<file path="src/rtl/epp_gate_pkg.sv">
package epp_gate_pkg;
  localparam logic [7:0] CTRL_MASK  = 8'h2F;
  localparam logic [7:0] WR_PATTERN = 8'h04;
  localparam logic [7:0] RD_PATTERN = 8'h24;
  localparam logic [2:0] OFS_STATUS = 3'd1;
  localparam logic [2:0] OFS_ADDR   = 3'd3;
  localparam logic [2:0] OFS_DATA   = 3'd4;

  typedef enum logic {GATE_IDLE, GATE_RUN} gate_state_t;

  // control byte legality for an enhanced cycle of the given direction
  function automatic logic cycle_allowed(input logic [7:0] ctrl, input logic is_wr);
    return (ctrl & CTRL_MASK) == (is_wr ? WR_PATTERN : RD_PATTERN);
  endfunction

  // index of the last byte of an access
  function automatic logic [1:0] last_lane(input logic [2:0] ofs, input logic [1:0] sz);
    if (ofs == OFS_ADDR) return 2'd0;
    case (sz)
      2'd0:    return 2'd0;
      2'd1:    return 2'd1;
      default: return 2'd3;
    endcase
  endfunction

  function automatic logic [31:0] lane_put(input logic [31:0] word, input logic [1:0] idx,
                                           input logic [7:0] b);
    logic [31:0] w;
    w = word;
    w[idx*8 +: 8] = b;
    return w;
  endfunction
endpackage

</file>
<file path="src/rtl/epp_cycle_check.sv">
module epp_cycle_check
  import epp_gate_pkg::*;
(
  input  logic [7:0] ctrl,
  input  logic [2:0] offset,
  input  logic       is_write,
  output logic       is_epp,
  output logic       allowed
);
  always_comb begin
    is_epp  = (offset == OFS_ADDR) || (offset == OFS_DATA);
    allowed = is_epp && cycle_allowed(ctrl, is_write);
  end
endmodule

</file>
<file path="src/rtl/epp_byte_engine.sv">
module epp_byte_engine #(
  parameter int TIMEOUT_CYC = 8
) (
  input  logic       clk,
  input  logic       rst_n,
  input  logic       start,
  input  logic       is_write,
  input  logic       is_addr,
  input  logic [7:0] wbyte,
  output logic       per_req,
  output logic       per_write,
  output logic       per_is_addr,
  output logic [7:0] per_wdata,
  input  logic       per_ack,
  input  logic [7:0] per_rdata,
  output logic       byte_ok,
  output logic       byte_fail,
  output logic [7:0] rbyte
);
  localparam int CW = $clog2(TIMEOUT_CYC + 1);
  localparam logic [CW-1:0] LIM = CW'(TIMEOUT_CYC - 1);

  logic          active;
  logic [CW-1:0] wait_cnt;

  always_ff @(posedge clk or negedge rst_n) begin
    if (!rst_n) begin
      active      <= 1'b0;
      wait_cnt    <= '0;
      per_write   <= 1'b0;
      per_is_addr <= 1'b0;
      per_wdata   <= 8'h00;
    end else if (start) begin
      active      <= 1'b1;
      wait_cnt    <= '0;
      per_write   <= is_write;
      per_is_addr <= is_addr;
      per_wdata   <= wbyte;
    end else if (active) begin
      if (per_ack || wait_cnt == LIM) active <= 1'b0;
      else wait_cnt <= wait_cnt + 1'b1;
    end
  end

  always_comb begin
    per_req   = active;
    byte_ok   = active && per_ack;
    byte_fail = active && !per_ack && (wait_cnt == LIM);
    rbyte     = per_rdata;
  end


  req_hold_chk: assert property (@(posedge clk) disable iff (!rst_n)
    (per_req && !per_ack && !byte_fail && !start) |=> per_req);

  wait_bound_chk: assert property (@(posedge clk) disable iff (!rst_n)
    active |-> (wait_cnt <= LIM));

  fail_ends_req_chk: assert property (@(posedge clk) disable iff (!rst_n)
    (byte_fail && !start) |=> !per_req);
endmodule

</file>
<file path="src/rtl/epp_gate.sv">
module epp_gate
  import epp_gate_pkg::*;
#(
  parameter int TIMEOUT_CYC = 8
) (
  input  logic        clk,
  input  logic        rst_n,
  input  logic        host_valid,
  input  logic        host_write,
  input  logic [2:0]  host_offset,
  input  logic [1:0]  host_size,
  input  logic [31:0] host_wdata,
  output logic        host_busy,
  output logic        host_rsp_valid,
  output logic [31:0] host_rdata,
  input  logic [7:0]  ctrl_reg,
  input  logic [7:0]  ext_status,
  output logic        per_req,
  output logic        per_write,
  output logic        per_is_addr,
  output logic [7:0]  per_wdata,
  input  logic [7:0]  per_rdata,
  input  logic        per_ack
);
  localparam logic [31:0] ALL_ONES = 32'hFFFF_FFFF;

  gate_state_t state;
  logic        kick, write_q, addr_q, tmo_flag;
  logic [1:0]  idx, last_idx;
  logic [31:0] wdata_q, rdata_q, rdata_next;
  logic        accept, is_epp, allowed;
  logic        byte_ok, byte_fail, byte_done;
  logic [7:0]  rbyte;

  epp_cycle_check u_check (
    .ctrl(ctrl_reg), .offset(host_offset), .is_write(host_write),
    .is_epp(is_epp), .allowed(allowed)
  );

  epp_byte_engine #(.TIMEOUT_CYC(TIMEOUT_CYC)) u_engine (
    .clk(clk), .rst_n(rst_n), .start(kick), .is_write(write_q), .is_addr(addr_q),
    .wbyte(wdata_q[idx*8 +: 8]),
    .per_req(per_req), .per_write(per_write), .per_is_addr(per_is_addr),
    .per_wdata(per_wdata), .per_ack(per_ack), .per_rdata(per_rdata),
    .byte_ok(byte_ok), .byte_fail(byte_fail), .rbyte(rbyte)
  );

  always_comb begin
    accept     = host_valid && (state == GATE_IDLE);
    byte_done  = byte_ok || byte_fail;
    rdata_next = byte_ok ? lane_put(rdata_q, idx, rbyte) : rdata_q;
    host_busy  = (state == GATE_RUN);
  end

  always_ff @(posedge clk or negedge rst_n) begin
    if (!rst_n) begin
      state          <= GATE_IDLE;
      kick           <= 1'b0;
      write_q        <= 1'b0;
      addr_q         <= 1'b0;
      tmo_flag       <= 1'b0;
      idx            <= 2'd0;
      last_idx       <= 2'd0;
      wdata_q        <= '0;
      rdata_q        <= ALL_ONES;
      host_rsp_valid <= 1'b0;
      host_rdata     <= ALL_ONES;
    end else begin
      kick           <= 1'b0;
      host_rsp_valid <= 1'b0;
      if (byte_fail) tmo_flag <= 1'b1;
      if (accept) begin
        if (allowed) begin
          state    <= GATE_RUN;
          kick     <= 1'b1;
          idx      <= 2'd0;
          last_idx <= last_lane(host_offset, host_size);
          write_q  <= host_write;
          addr_q   <= (host_offset == OFS_ADDR);
          wdata_q  <= host_wdata;
          rdata_q  <= ALL_ONES;
        end else begin
          host_rsp_valid <= 1'b1;
          host_rdata     <= ALL_ONES;
          if (host_offset == OFS_STATUS) begin
            if (host_write && host_wdata[0]) tmo_flag <= 1'b0;
            if (!host_write) host_rdata <= {24'hFF_FFFF, ext_status[7:1], tmo_flag};
          end
        end
      end else if (state == GATE_RUN && byte_done) begin
        rdata_q <= rdata_next;
        if (byte_ok && idx != last_idx) begin
          idx  <= idx + 2'd1;
          kick <= 1'b1;
        end else begin
          state          <= GATE_IDLE;
          host_rsp_valid <= 1'b1;
          host_rdata     <= write_q ? ALL_ONES : rdata_next;
        end
      end
    end
  end


  tmo_rise_chk: assert property (@(posedge clk) disable iff (!rst_n)
    $rose(tmo_flag) |-> $past(byte_fail));

  tmo_fall_chk: assert property (@(posedge clk) disable iff (!rst_n)
    $fell(tmo_flag) |-> $past(accept && host_write && host_offset == OFS_STATUS && host_wdata[0]));

  gate_block_chk: assert property (@(posedge clk) disable iff (!rst_n)
    (accept && is_epp && !allowed) |=> !per_req);

  req_in_busy_chk: assert property (@(posedge clk) disable iff (!rst_n)
    per_req |-> host_busy);

  fail_finishes_chk: assert property (@(posedge clk) disable iff (!rst_n)
    byte_fail |=> (host_rsp_valid && !host_busy));
endmodule

</file>
<file path="config.mk">
export PLATFORM = sky130hd
export DESIGN_NAME = epp_gate
export DESIGN_NICKNAME = d
export VERILOG_FILES = /design/src/rtl/epp_gate_pkg.sv /design/src/rtl/epp_cycle_check.sv /design/src/rtl/epp_byte_engine.sv /design/src/rtl/epp_gate.sv
export SDC_FILE = /design/constraint.sdc
export NUM_CORES = 1
export LEC_CHECK = 0
export ABC_AREA = 1
export BUFFER_PORTS_ARGS = -buffer_cell sky130_fd_sc_hd__buf_2
export CAP_MARGIN = 20
export CORE_MARGIN = 1
export CORE_UTILIZATION = 38
export DETAILED_ROUTE_END_ITERATION = 8
export GPL_TIMING_DRIVEN = 0
export PLACE_DENSITY = 0.66
export SYNTH_ARGS = -nofsm -noshare
export SYNTH_HDL_FRONTEND = slang
export SYNTH_SLANG_ARGS = --single-unit
</file>
<file path="constraint.sdc">
create_clock -name clk -period 3 [get_ports clk]
set_input_delay 0.3 -clock clk [delete_from_list [all_inputs] [get_ports clk]]
set_output_delay 0.3 -clock clk [all_outputs]
set_load 0.05 [all_outputs]
</file>
==> results.json <==
{
  "io_buffers": 106,
  "p_per_area_nw_per_um2": 723,
  "cts_max_level": 4,
  "finClkSkew_ps": 7.73,
  "dpl.hpwl_um": 12600,
  "antenna_cells": 0,
  "run_status": "finished, final reports clean",
  "gr-total-overflow": 0,
  "routed_via_density": 4.93,
  "routed_wl_um": 17600,
  "cts_sinks": 121,
  "fp.dieH_um": 130,
  "multiInputGateArea_sq_um": 2610,
  "drc": 0,
  "end_kind": "flop",
  "finalCritPeriodShare_pct": 87.9,
  "fmax_mhz": 379,
  "setup_viol": 0,
  "cts_tree": "done",
  "seqCellArea_sq_um": 3110,
  "arrival_ps": 2990,
  "static-leakage-power_nw": 3.93,
  "grt_pass1_vias": 5647,
  "slew_violations": 0,
  "worst_pin_slew_ps": 913,
  "final.setup.worst_slack_ps": 362,
  "finalPower_mw": 5.58,
  "clock_path_buffers": 2,
  "critPathLaunchType": "flop",
  "drtIter0Drc": 379,
  "die_x_um": 130,
  "synth-seq-cells": 121,
  "nets": 1026,
  "grt_usage_pct": 22.5,
  "initial_core_util_pct": 39.0,
  "place_congestion": 0.908,
  "clk_pin_slew_ps": 60,
  "ys_types": 25,
  "post_drt_wl_per_cell_um": 14.9,
  "hold_class": "primary input to flop",
  "hold_violations": 0,
  "worstPathMaxFanout": 12,
  "drtPass1Iterations": 7,
  "synth_cells": 827,
  "antenna_found_initial": 0,
  "vdd_ir_drop_max_mv": 0.396,
  "root_buffer": "clkbuf_16",
  "post-place-ws_ps": 346,
  "vias": 5832,
  "ioPinCount": 111,
  "ys_warn_count": 0,
  "drive_above_1_share_pct": 23.7,
  "die_area_sq_um": 16800,
  "synth-seq-area-share_pct": 50.2,
  "grt_max_degree": 72,
  "rsz0062_at_grt": "false",
  "numCtsBuffers": 17,
  "min_period_ps": 2640,
  "clock_latency_ps": 420,
  "crit_type": "flop to flop",
  "postRouteAntennaNets": 0,
  "syn_to_final_growth_pct": 24.7,
  "synth_nets": 899,
  "ff2ff_setup_slack_ps": 360,
  "worstPathRequired_ps": 3350,
  "syn_area_per_cell_sq_um": 7.49,
  "coreArea_sq_um": 15900,
  "syn-cell-area_sq_um": 6200,
  "grt_pass1_wl_um": 28700,
  "setup-tns-final_ps": 0,
  "relSlewSlack_pct": 38.7,
  "max_cap_viol_count": 0,
  "num-fill-cells": 1605,
  "num_rows": 46
}
## cell usage after synthesis
master / count / area, sq um
nand2_1: 292 / 1100
nand3_1: 107 / 536
inv_1: 68 / 255
dfstp_2: 64 / 1680
nor2_1: 64 / 240
dfrtp_1: 57 / 1430
o21ai_0: 57 / 285
clkbuf_1: 30 / 113
a21oi_1: 24 / 120
nand4_1: 17 / 106
a31oi_1: 8 / 50.1
buf_2: 8 / 40.0
ha_1: 6 / 75.1
buf_4: 4 / 30.0
inv_2: 4 / 15.0
nor2_2: 3 / 18.8
nor3_1: 3 / 15.0
buf_6: 2 / 22.5
nand2_2: 2 / 12.5
nand3_2: 2 / 20.0
and2_1: 1 / 6.26
clkinv_1: 1 / 3.75
nand4_2: 1 / 12.5
o211ai_1: 1 / 7.51
xor2_1: 1 / 8.76
## cell type report
class                           instances  share of cell area [%]
Buffer                                 44                    2.66
Clock buffer                           19                    5.73
Clock inverter                         13                    3.08
Inverter                               73                    3.55
Multi-Input combinational cell        589                    33.8
Sequential cell                       121                    40.2
Tap cell                              216                    3.50
Timing Repair Buffer                  108                    7.43
## registers in the layout (all words and copies together) (netlist names), 2 cells and up
register / flops
wdata_q: 32
rdata_q: 32
idx: 2
u_engine.per_wdata: 8
u_engine.wait_cnt: 4
last_idx: 2
host_rdata: 32
## worst paths after layout
path / start / end / depth (start not counted)
min reg2reg: u_engine.per_write / u_engine.per_write / 2
max in group asynchronous: rst_n / rdata_q[29] / 3
min: host_wdata[13] / wdata_q[13] / 3
min in group asynchronous: rst_n / wdata_q[24] / 2
max: idx[0] / host_rdata[23] / 12
max reg2reg: idx[0] / host_rdata[23] / 12
## power by group
part	total, mW	switching, mW	internal, mW
registers	2.06	0.121	1.94
clock network	2.35	0.764	1.59
logic	1.17	0.854	0.316
total	5.58	1.74	3.84
## layout by cell type (no fill, tap or decap), types with 2 or more instances in the layout
cell and count:
clkbuf_16 17, inv_6 3, nand4_1 17, dfstp_2 64, buf_2 113, a21oi_1 24, clkbuf_1 31, nand2_2 2
nor2_1 63, dfrtp_1 57, nand3_1 107, ha_1 6, o21ai_0 57, clkinv_4 3, nand3_2 2, buf_4 4
inv_2 4, nor2_2 4, buf_6 3, bufinv_16 6, a31oi_1 8, inv_1 68, nor3_1 3, nand2_1 292
## kinds of logic (layout without fill, tap and decap cells)
group	count (synthesis)	in the layout	synth area share, %
AOI/OAI and AO/OA	90	90	7.47
xor gates and xnor gates	1	1	0.141
adders and majority gates	6	6	1.21
buffers and inverters	117	257	7.73
DFF	121	121	50.2
and+or+nand+nor	492	492	33.3
## worst max-delay path, stage by stage (launching register included)
cell	delay (ps)
dfrtp_1	390
buf_2	160
inv_1	130
clkbuf_1	460
ha_1	300
clkbuf_1	370
inv_1	110
nand2_1	110
nor2_1	100
nand4_1	140
nand3_1	140
nand2_1	100
nand2_1	50
## metrics by stage
stage,hold slack [ps],std cells,utilization [%],instance area [sq um]
6_report,120,1183,48.6,7720
5_1_grt,121,1183,48.6,7720
4_1_cts,106,1183,48.6,7720
3_5_place_dp,284,1150,44.3,7030
3_3_place_gp,461,1149,44.1,7000
2_1_floorplan,4.41,827,-,6200
## timing repair
action / in CTS / in global routing
setup endpoints to repair: 0 / 4
buffers inserted: 0 / 0
resized for setup: 0 / 1
hold buffers: 1 / 0
hold endpoints to repair: 18 / 0
## layer usage
metal / global-route usage (%) / vias up / wire [um]
li1: - / 2907 / -
met1: 29.8 / 2712 / 8090
met2: 35.7 / 181 / 8090
met3: 5.17 / 32 / 976
met4: 8.96 / 0 / 420
met5: 0 / - / 0
No activity file was read; power rests on OpenSTA's default activity.
